### config.mk
export PLATFORM = sky130hd
export DESIGN_NAME = qram_port
export DESIGN_NICKNAME = d
export VERILOG_FILES = /design/src/rtl/qram_port.sv
export SDC_FILE = /design/constraint.sdc
export NUM_CORES = 1
export LEC_CHECK = 0
export BUFFER_PORTS_ARGS = -buffer_cell sky130_fd_sc_hd__buf_2
export CAP_MARGIN = 10
export CORE_MARGIN = 5
export CORE_UTILIZATION = 60
export CTS_BUF_LIST = sky130_fd_sc_hd__clkbuf_16
export CTS_CLUSTER_DIAMETER = 100
export DETAILED_ROUTE_END_ITERATION = 7
export HOLD_SLACK_MARGIN = 0.1
export MAX_ROUTING_LAYER = met4
export PLACE_DENSITY = 0.77
export SYNTH_ARGS = -nofsm -noshare
export SYNTH_HDL_FRONTEND = slang
export SYNTH_SLANG_ARGS = --single-unit
### constraint.sdc
create_clock -name clk -period 4.4 [get_ports clk]
set_clock_uncertainty 0.1 [all_clocks]
set_input_delay 0.88 -clock clk [delete_from_list [all_inputs] [get_ports clk]]
set_output_delay 0.88 -clock clk [all_outputs]
set_load 0.05 [all_outputs]
### src/rtl/qram_port.sv
module qram_port #(
  parameter int DW    = 16,
  parameter int DEPTH = 16
) (
  input  logic                     clk,
  input  logic                     rst_n,
  input  logic                     bus_sel,
  input  logic                     bus_wr,
  input  logic                     bus_reg,
  input  logic [DW-1:0]            bus_wdata,
  output logic [DW-1:0]            bus_rdata,
  output logic                     bus_ready,
  input  logic [$clog2(DEPTH)-1:0] eng_tx_addr,
  output logic [DW-1:0]            eng_tx_data,
  input  logic [$clog2(DEPTH)-1:0] eng_cmd_addr,
  output logic [DW/2-1:0]          eng_cmd_data,
  input  logic                     eng_rx_we,
  input  logic [$clog2(DEPTH)-1:0] eng_rx_addr,
  input  logic [DW-1:0]            eng_rx_wdata
);
  localparam int IW = $clog2(DEPTH);
  localparam int PW = IW + 2;
  localparam int CW = DW / 2;

  logic [PW-1:0] ptr;
  logic          rd_wait;
  logic [DW-1:0] data_q;
  logic [DW-1:0] fetch;
  logic [DW-1:0] tx_mem  [DEPTH];
  logic [DW-1:0] rx_mem  [DEPTH];
  logic [CW-1:0] cmd_mem [DEPTH];

  wire [1:0]    bank    = ptr[PW-1:PW-2];
  wire [IW-1:0] idx     = ptr[IW-1:0];
  wire          data_rd = bus_sel & ~bus_wr & bus_reg;
  wire          done    = bus_sel & bus_ready;
  wire          dwrite  = done & bus_wr & bus_reg;
  wire          rx_hit  = eng_rx_we && (eng_rx_addr == idx);

  assign bus_ready    = ~(data_rd & ~rd_wait);
  assign bus_rdata    = bus_reg ? data_q : {{(DW-PW){1'b0}}, ptr};
  assign eng_tx_data  = tx_mem[eng_tx_addr];
  assign eng_cmd_data = cmd_mem[eng_cmd_addr];

  always_comb begin
    case (bank)
      2'd0:    fetch = tx_mem[idx];
      2'd1:    fetch = rx_hit ? eng_rx_wdata : rx_mem[idx];
      2'd2:    fetch = {cmd_mem[idx], {CW{1'b0}}};
      default: fetch = '0;
    endcase
  end

  always_ff @(posedge clk) begin
    if (!rst_n) begin
      ptr     <= '0;
      rd_wait <= 1'b0;
      data_q  <= '0;
    end else begin
      rd_wait <= data_rd & ~rd_wait;
      if (data_rd & ~rd_wait) data_q <= fetch;
      else if (dwrite)        data_q <= bus_wdata;
      if (done) begin
        if (bus_reg)     ptr <= ptr + 1'b1;
        else if (bus_wr) ptr <= bus_wdata[PW-1:0];
      end
    end
  end

  always_ff @(posedge clk) begin
    if (dwrite) begin
      case (bank)
        2'd0:    tx_mem[idx]  <= bus_wdata;
        2'd1:    rx_mem[idx]  <= bus_wdata;
        2'd2:    cmd_mem[idx] <= bus_wdata[DW-1:CW];
        default: ;
      endcase
    end
    if (eng_rx_we) rx_mem[eng_rx_addr] <= eng_rx_wdata;
  end
endmodule


; ---- After elaboration in Yosys (flattened, before gate mapping)
; Memories as Yosys holds them, arrays and structs flattened. A register that Yosys moved wholly into a read port is not among the register bits.
; Index checks and enable logic that the tools add are counted.
[totals]
latch_bits = 0
elab_cells = 48
out_inout_bits = 41
inputBits = 50
mem_count = 3
register_bits = 23
mem_bits_ro = 0
mem_bits_rw = 640
[classes]
n_mux = 24
n_addsub = 1
shifts = 0
n_reduce_logical = 5
bitwise = 9
eq_ne = 3
order_cmp = 0
n_mul = 0
n_div = 0
[memory_table]
columns = memory, depth, width, read_ports, rd_clocked_by_memory_dff, write_ports, line_no
row1 = rx_mem, 16, 16, 1, 1, 2, 30  ; logic [DW-1:0] rx_mem [DEPTH];
row2 = tx_mem, 16, 16, 2, 1, 1, 29  ; logic [DW-1:0] tx_mem [DEPTH];
row3 = cmd_mem, 16, 8, 2, 1, 1, 31  ; logic [CW-1:0] cmd_mem [DEPTH];
[ops]
columns = op, count
row1 = 16-bit 2-to-1 mux, 4
row2 = 16-bit one-hot mux with 3 select lines, 1
row3 = 4-bit 2-to-1 mux, 6
row4 = 6-bit 2-to-1 mux, 2
row5 = 1-bit 2-to-1 mux, 11
row6 = 6-bit by 1-bit adder with 6-bit output (second input constant), 1
row7 = 1-bit bitwise AND, 6
row8 = 4-bit == test, 1
row9 = 2-bit nonzero test, 2
row10 = 1-bit NOT, 3
row11 = 2-bit by 1-bit == test with 1-bit output (second input constant), 1
row12 = 2-bit == test (second input constant), 1
row13 = 2-bit zero test, 1
row14 = 2-bit AND reduction, 1
row15 = 1-bit logical AND, 1

; ---- Longest topological paths before layout
; Gate-level depths: netlist of run 1.
[logic_depth]
depth_word = 10
depth_mapped = 9
depth_no_buf = 7

; ---- Worst setup path after synthesis of run 1
; No wires, ideal clock.
[synth_path]
path_kind = input port to output port
start = in eng_tx_addr[0]
end = out eng_tx_data[10]
slack_ns = 0.604
required_ns = 3.420
path_buffers = 2
stages = 4
t_arrival_ns = 2.816
path_cell_list = buf_2 buf_1 mux4_2 mux4_2
[synth_between]
elab_chain_len = 1
[synth_lines]
columns = element, line_no
row1 = "start, declared", 13  ; input logic [$clog2(DEPTH)-1:0] eng_tx_addr,
row2 = memory 16 x 16 bit, n/a
row3 = "end, declared", 14  ; output logic [DW-1:0] eng_tx_data,
; No other way between the ends.

; ---- Worst setup path after layout of run 1
[layout_path]
start = in eng_tx_addr[1]
end = out eng_tx_data[8]
; Same word-level chain as after synthesis.

==> impl_metrics.csv, run 1 <==
group,metric,value,unit
outcome,status,"finished, final reports clean",
global_routing,grt_pass1_wl,132,mm
yosys,ys_warn_count,0,
power_and_ir_drop,internal-power,11.0,mW
timing,slew_violations,0,
yosys,synth_area,32400,um^2
power_and_ir_drop,p_sw,3.34,mW
yosys,ys_async_sr_fraction,0,%
global_routing,grt_usage,31.3,%
setup_path,cp_max_fo,26,
yosys,synth.net_count,1907,
global_routing,grt-busiest-layer,"met2",
worst_hold_path,hold_depth,2,
setup_path,crit_arrival,2820,ps
global_routing,grt_overflow,0,
global_routing,grt_use_met2,48.1,%
floorplanning,rows,85,
worst_hold_path,min_from,"data_q[7]$_SDFFE_PN0P_",
floorplanning,die_w,243,um
power_and_ir_drop,comb_power_share,9.2,%
timing,period_share,86.3,%
timing,fmax,263,MHz
power_and_ir_drop,swShare,23.2,%
routing,drt-pass1-iter-count,8,
global_routing,grt_antenna_before_repair,13,
global_routing,grt_max_degree,66,
cts,clk_latency,620,ps
cts,postCtsHoldBufs,0,
cts,clockBufferDepth,3,
cts,tritoncts,"built",
global_routing,use_met3,6.52,%
routing,num_vias,19500,
job,maxCapViolations,0,
yosys,syn_avg_cell_area,17.5,um^2
power_and_ir_drop,p_seq_share,49.4,%
setup_path,end_kind,"output port",
yosys,synthCells,1853,
floorplanning,die_h,243,um
routing,vias_per_cell,7.21,
cts,htree_num_levels,3,
timing,fin_ws,603,ps
floorplanning,die_area,58800,um^2
layout,drive_gt1_share,43.4,%
worst_hold_path,holdPathEnd,"data_q[7]$_SDFFE_PN0P_",
global_routing,grt_use_met1,42.5,%
power_and_ir_drop,ir_drop,0.358,mV
timing,tns,0,ps
yosys,ys_seq_area_share,60.9,%
cts,cts_resized,0,
placement,portBuffers,90,
placement,dpl_worst_slack,607,ps
yosys,ys_ff_latch,667,
cts,clock_sinks,667,
timing,hold_ws,392,ps
timing,slew_headroom,18.5,%
layout,syn_to_final_growth,11.7,%
routing,drc,0,
power_and_ir_drop,clockPowerShare,41.3,%
worst_hold_path,hp-class,"reg -> reg",
setup_path,cp_data_required_time,3420,ps
setup_path,reg2reg_setup_slack,1050,ps
yosys,synth_edf_count,640,
floorplanning,core_area,53700,um^2
floorplanning,ios,91,
setup_path,critical_path_class,"in -> out",
cts,numCtsBuffers,71,
setup_path,rr_endpoint,"data_q[14]$_SDFFE_PN0P_",
timing,grt_setup_unrepaired,"no",
timing,worst_pin_slew,1220,ps
global_routing,grt_pass1_vias,19600,
placement,dp_hpwl,54.1,mm
timing,post-route-min-period,3800,ps
yosys,yosysUniqueCellTypes,54,
power_and_ir_drop,finalPower,14.4,mW
cts,cts_setup_buffers,0,
power_and_ir_drop,power_density,397,nW/um^2
layout,final_core_util,67.5,%
routing,first_iter_violations,2748,
placement,place.gp.congestion,0.913,
power_and_ir_drop,leakage,11.5,nW
routing,antenna_left,0,
yosys,ys.flop_type,"edfxtp_1",
cts,cts_root_buf,"clkbuf_16",
setup_path,cp-start-kind,"input pin",
floorplanning,initial_core_util,60.4,%
cts,clk_pin_slew,60,ps
layout,num-nets-final,1992,
setup_path,worst-r2r-cell-count,5,
timing,finalHoldViolCount,0,
timing,finalSetupViolations,0,
routing,wirelength,89.9,mm
routing,wire_per_inst,33.3,um
cells by family (layout without fill, tap and decap cells):
group | Yosys count | count (layout) | share of synthesized area [%]
simple gates | 258 | 258 | 3.73
compound gates | 189 | 189 | 3.93
flops | 667 | 667 | 60.9
xor+xnor | 4 | 4 | 0.108
buf+inv | 178 | 320 | 2.52
mux | 553 | 553 | 28.6
fa+ha+maj | 4 | 4 | 0.154
other cells | 0 | 11 | 0
power groups by stage:
stage               Clock (mW)  Combinational (mW)  Sequential (mW)
floorplan                    0               0.949             7.18
global placement             0                1.27             7.24
detailed placement           0                1.30             7.24
CTS                       5.99                1.31             7.11
global route              6.30                1.39             7.11
finish                    5.94                1.32             7.11
critical path, stage by stage:
cell    delay [ps]
buf_2          560
buf_12         240
mux4_2         320
mux4_2         540
buf_2          240
Yosys cell counts (all sizes together) (14+ instances only):
master | n | share of area (%)
o21ai | 69 | 1.1
a22oi | 14 | 0.32
dfxtp | 27 | 1.7
mux4 | 276 | 19
nand2 | 98 | 1.1
mux2 | 240 | 8.3
edfxtp | 640 | 59
buf | 67 | 1.2
o211ai | 15 | 0.35
nor2 | 59 | 0.68
mux2i | 37 | 1.1
nand3 | 32 | 0.49
clkbuf | 99 | 1.1
and2 | 16 | 0.31
o22ai | 27 | 0.52
worst max-delay path by stage:
| stage | end | startpoint | slack, ps |
|---|---|---|---|
| global route | eng_tx_data[0] | eng_tx_addr[0] | 530 |
| detailed placement | eng_tx_data[0] | eng_tx_addr[0] | 610 |
| finish | eng_tx_data[8] | eng_tx_addr[1] | 600 |
| CTS | eng_tx_data[0] | eng_tx_addr[0] | 610 |
| floorplan | eng_tx_data[10] | eng_tx_addr[0] | 600 |
| global placement | eng_tx_data[0] | eng_tx_addr[0] | 650 |
cells in the final DEF (no fill, tap or decap), types with 12 or more instances in the layout:
master     instances
edfxtp_1         640
clkinv_2          12
nor2_1            34
mux2i_1           37
dfxtp_1           23
buf_4             82
o22ai_1           18
and2_1            16
o21ai_0           63
nand3_1           32
inv_1             28
nand2_1           98
mux2_2           240
nor2_2            25
a22oi_1           14
clkbuf_16         75
mux4_2           276
buf_2             89
o211ai_1          15
layout make-up:
type / count / area, um^2
sequential: 667 / 19800
timing repair buffer: 178 / 1200
fill: 3420 / 17500
clock buffer: 75 / 1880
tap: 696 / 871
inverter: 12 / 45.0
antenna: 11 / 27.5
clock inverter: 55 / 433
multi-input combinational: 1008 / 12000
sequential cells by signal (all words and copies together), names as in the netlist, named ones only:
name / flops
cmd_mem: 128
tx_mem: 256
rd_wait: 1
rx_mem: 256
data_q: 16
ptr: 6
stage by stage:
stage / area (um^2) / std cells
after floorplan: 32400 / 1853
after global placement: 33900 / 2561
after detailed placement: 33900 / 2561
after CTS: 36200 / 2691
after global routing: 36200 / 2702
final: 36200 / 2702
routing by layer:
layer  routed length (um)  share of wire (%)
met5                    0                  0
met2                43400                 48
met1                33100                 37
met4                 3570                4.0
met3                 9930                 11
Note: power is estimated with default switching activity, not from simulation.
==> run 2, diff against run 1 <==
clock period = 3.9 ns   (was 4.4 ns; I/O delays follow)
==> run 2 against run 1 <==
Net effect: first-iteration DRC count grew 0.98%; clock-buffer cell count grew 2; total power grew 15%; critical path type unchanged.
==> impl_metrics.csv, run 2 (synthesis results as in run 1) <==
group,metric,value,unit
timing,slew_headroom,21.3,%
setup_path,cp_data_required_time,3020,ps
cts,clk_pin_slew,60,ps
routing,wirelength,88.1,mm
setup_path,end_kind,"output port",
power_and_ir_drop,leakage,11.6,nW
routing,wire_per_inst,32.6,um
worst_hold_path,holdPathEnd,"data_q[5]$_SDFFE_PN0P_",
floorplanning,die_w,243,um
routing,drc,0,
floorplanning,die_area,58800,um^2
routing,first_iter_violations,2775,
setup_path,reg2reg_setup_slack,870,ps
floorplanning,rows,85,
floorplanning,core_area,53700,um^2
power_and_ir_drop,power_density,453,nW/um^2
cts,cts_root_buf,"clkbuf_16",
setup_path,worst-r2r-cell-count,7,
timing,post-route-min-period,3480,ps
cts,tritoncts,"built",
routing,drt-pass1-iter-count,6,
global_routing,grt_overflow,0,
global_routing,grt_usage,30.6,%
routing,vias_per_cell,7.19,
placement,dp_hpwl,55.3,mm
setup_path,cp_common_cell,"mux4_2",
routing,num_vias,19500,
cts,postCtsHoldBufs,0,
timing,fin_ws,421,ps
layout,top_regs,"rx_mem x256, tx_mem x256, cmd_mem x128",
placement,dp_cells,2570,
placement,place.gp.congestion,0.902,
global_routing,grt_antenna_before_repair,2,
routing,antenna_left,0,
timing,slew_violations,0,
timing,finalSetupViolations,0,
timing,grt_setup_unrepaired,"no",
global_routing,grt_max_degree,54,
outcome,status,"finished, final reports clean",
cts,cts_resized,0,
setup_path,crit_chain,"buf_4 > buf_12 > mux4_2 > mux4_2 > buf_2",
timing,period_share,89.2,%
layout,syn_to_final_growth,12.3,%
setup_path,crit_arrival,2600,ps
setup_path,cp-start-kind,"input pin",
global_routing,grt_pass1_wl,130,mm
timing,worst_pin_slew,1180,ps
cts,htree_num_levels,3,
timing,hold_ws,396,ps
layout,instances_no_fill,2705,
job,maxCapViolations,0,
setup_path,critical_path_class,"in -> out",
floorplanning,ios,91,
power_and_ir_drop,ir_drop,0.400,mV
timing,fmax,287,MHz
layout,fillers,3415,
timing,finalHoldViolCount,0,
worst_hold_path,hold_depth,2,
setup_path,slowest_delay,540,ps
cts,cts_setup_buffers,0,
setup_path,rr_endpoint,"data_q[6]$_SDFFE_PN0P_",
worst_hold_path,min_from,"data_q[5]$_SDFFE_PN0P_",
placement,dpl_worst_slack,419,ps
placement,portBuffers,90,
floorplanning,die_h,243,um
floorplanning,initial_core_util,60.4,%
cts,numCtsBuffers,72,
layout,num-nets-final,2002,
setup_path,slowest_stage,"mux4_2",
timing,tns,0,ps
setup_path,cp_max_fo,17,
cts,clk_latency,620,ps
layout,final_common_cell,"edfxtp_1",
layout,final_cell_mix,"edfxtp_1 (640), mux4_2 (276), mux2_2 (240)",
global_routing,grt_pass1_vias,19700,
layout,drive_gt1_share,43.5,%
cts,clock_sinks,667,
cts,clockBufferDepth,3,
worst_hold_path,hp-class,"reg -> reg",
-- run 2: cell count changes in the layout (fill, tap and decap cells not counted), sizes merged --
cell / change
clkbuf: +2
bufinv: +3
clkinv: +8
diode: -9
buf: +9
inv: -11
clkinvlp: +1
-- run 2: per-layer routing --
| layer | GRT usage [%] | vias up | part of all wire [%] | routed length (um) |
|---|---|---|---|---|
| met5 | - | - | 0 | 0 |
| met4 | 9.53 | 0 | 3.5 | 3080 |
| met3 | 5.45 | 238 | 11 | 9450 |
| met2 | 49.0 | 1341 | 50 | 43900 |
| met1 | 40.9 | 10000 | 36 | 31700 |
| li1 | - | 7861 | - | - |
-- run 2: metrics by stage --
stage	instance area (um^2)	utilization, %	total power [mW]
after floorplan	32400	-	9.17
after global placement	34000	63.3	9.61
after detailed placement	34000	63.3	9.65
after CTS	36400	67.8	16.5
after global routing	36400	67.8	16.9
final	36400	67.8	16.5
-- run 2: layout make-up --
class | instances | area (um^2) | area share (%)
Clock inverter | 56 | 484 | 1.33
Multi-Input combinational cell | 1008 | 12000 | 33.0
Sequential cell | 667 | 19800 | 54.3
Timing Repair Buffer | 187 | 1290 | 3.55
Clock buffer | 77 | 1930 | 5.29
Tap cell | 696 | 871 | 2.39
Antenna cell | 2 | 5.00 | 0.0137
Inverter | 12 | 45.0 | 0.124
-- run 2: report_power, final --
part | leakage [nW] | internal (mW) | total (mW) | switching, mW
registers | 5.99 | 7.93 | 8.00 | 0.0733
logic | 4.38 | 0.631 | 1.53 | 0.896
clock network | 1.22 | 4.16 | 6.95 | 2.80
total | 11.6 | 12.7 | 16.5 | 3.76
-- run 2: critical path, delay by kind of cell --
kind	cells	cell delay [ps]
mux	2	1050
buf+inv	3	730
-- run 2: worst max path at each step --
stage	startpoint	endpoint	slack [ps]
after floorplan	eng_tx_addr[0]	eng_tx_data[10]	300
after global placement	eng_tx_addr[0]	eng_tx_data[11]	430
after detailed placement	eng_tx_addr[0]	eng_tx_data[8]	420
after CTS	eng_tx_addr[0]	eng_tx_data[3]	410
after global routing	eng_tx_addr[0]	eng_tx_data[8]	360
final	eng_tx_addr[0]	eng_tx_data[8]	420
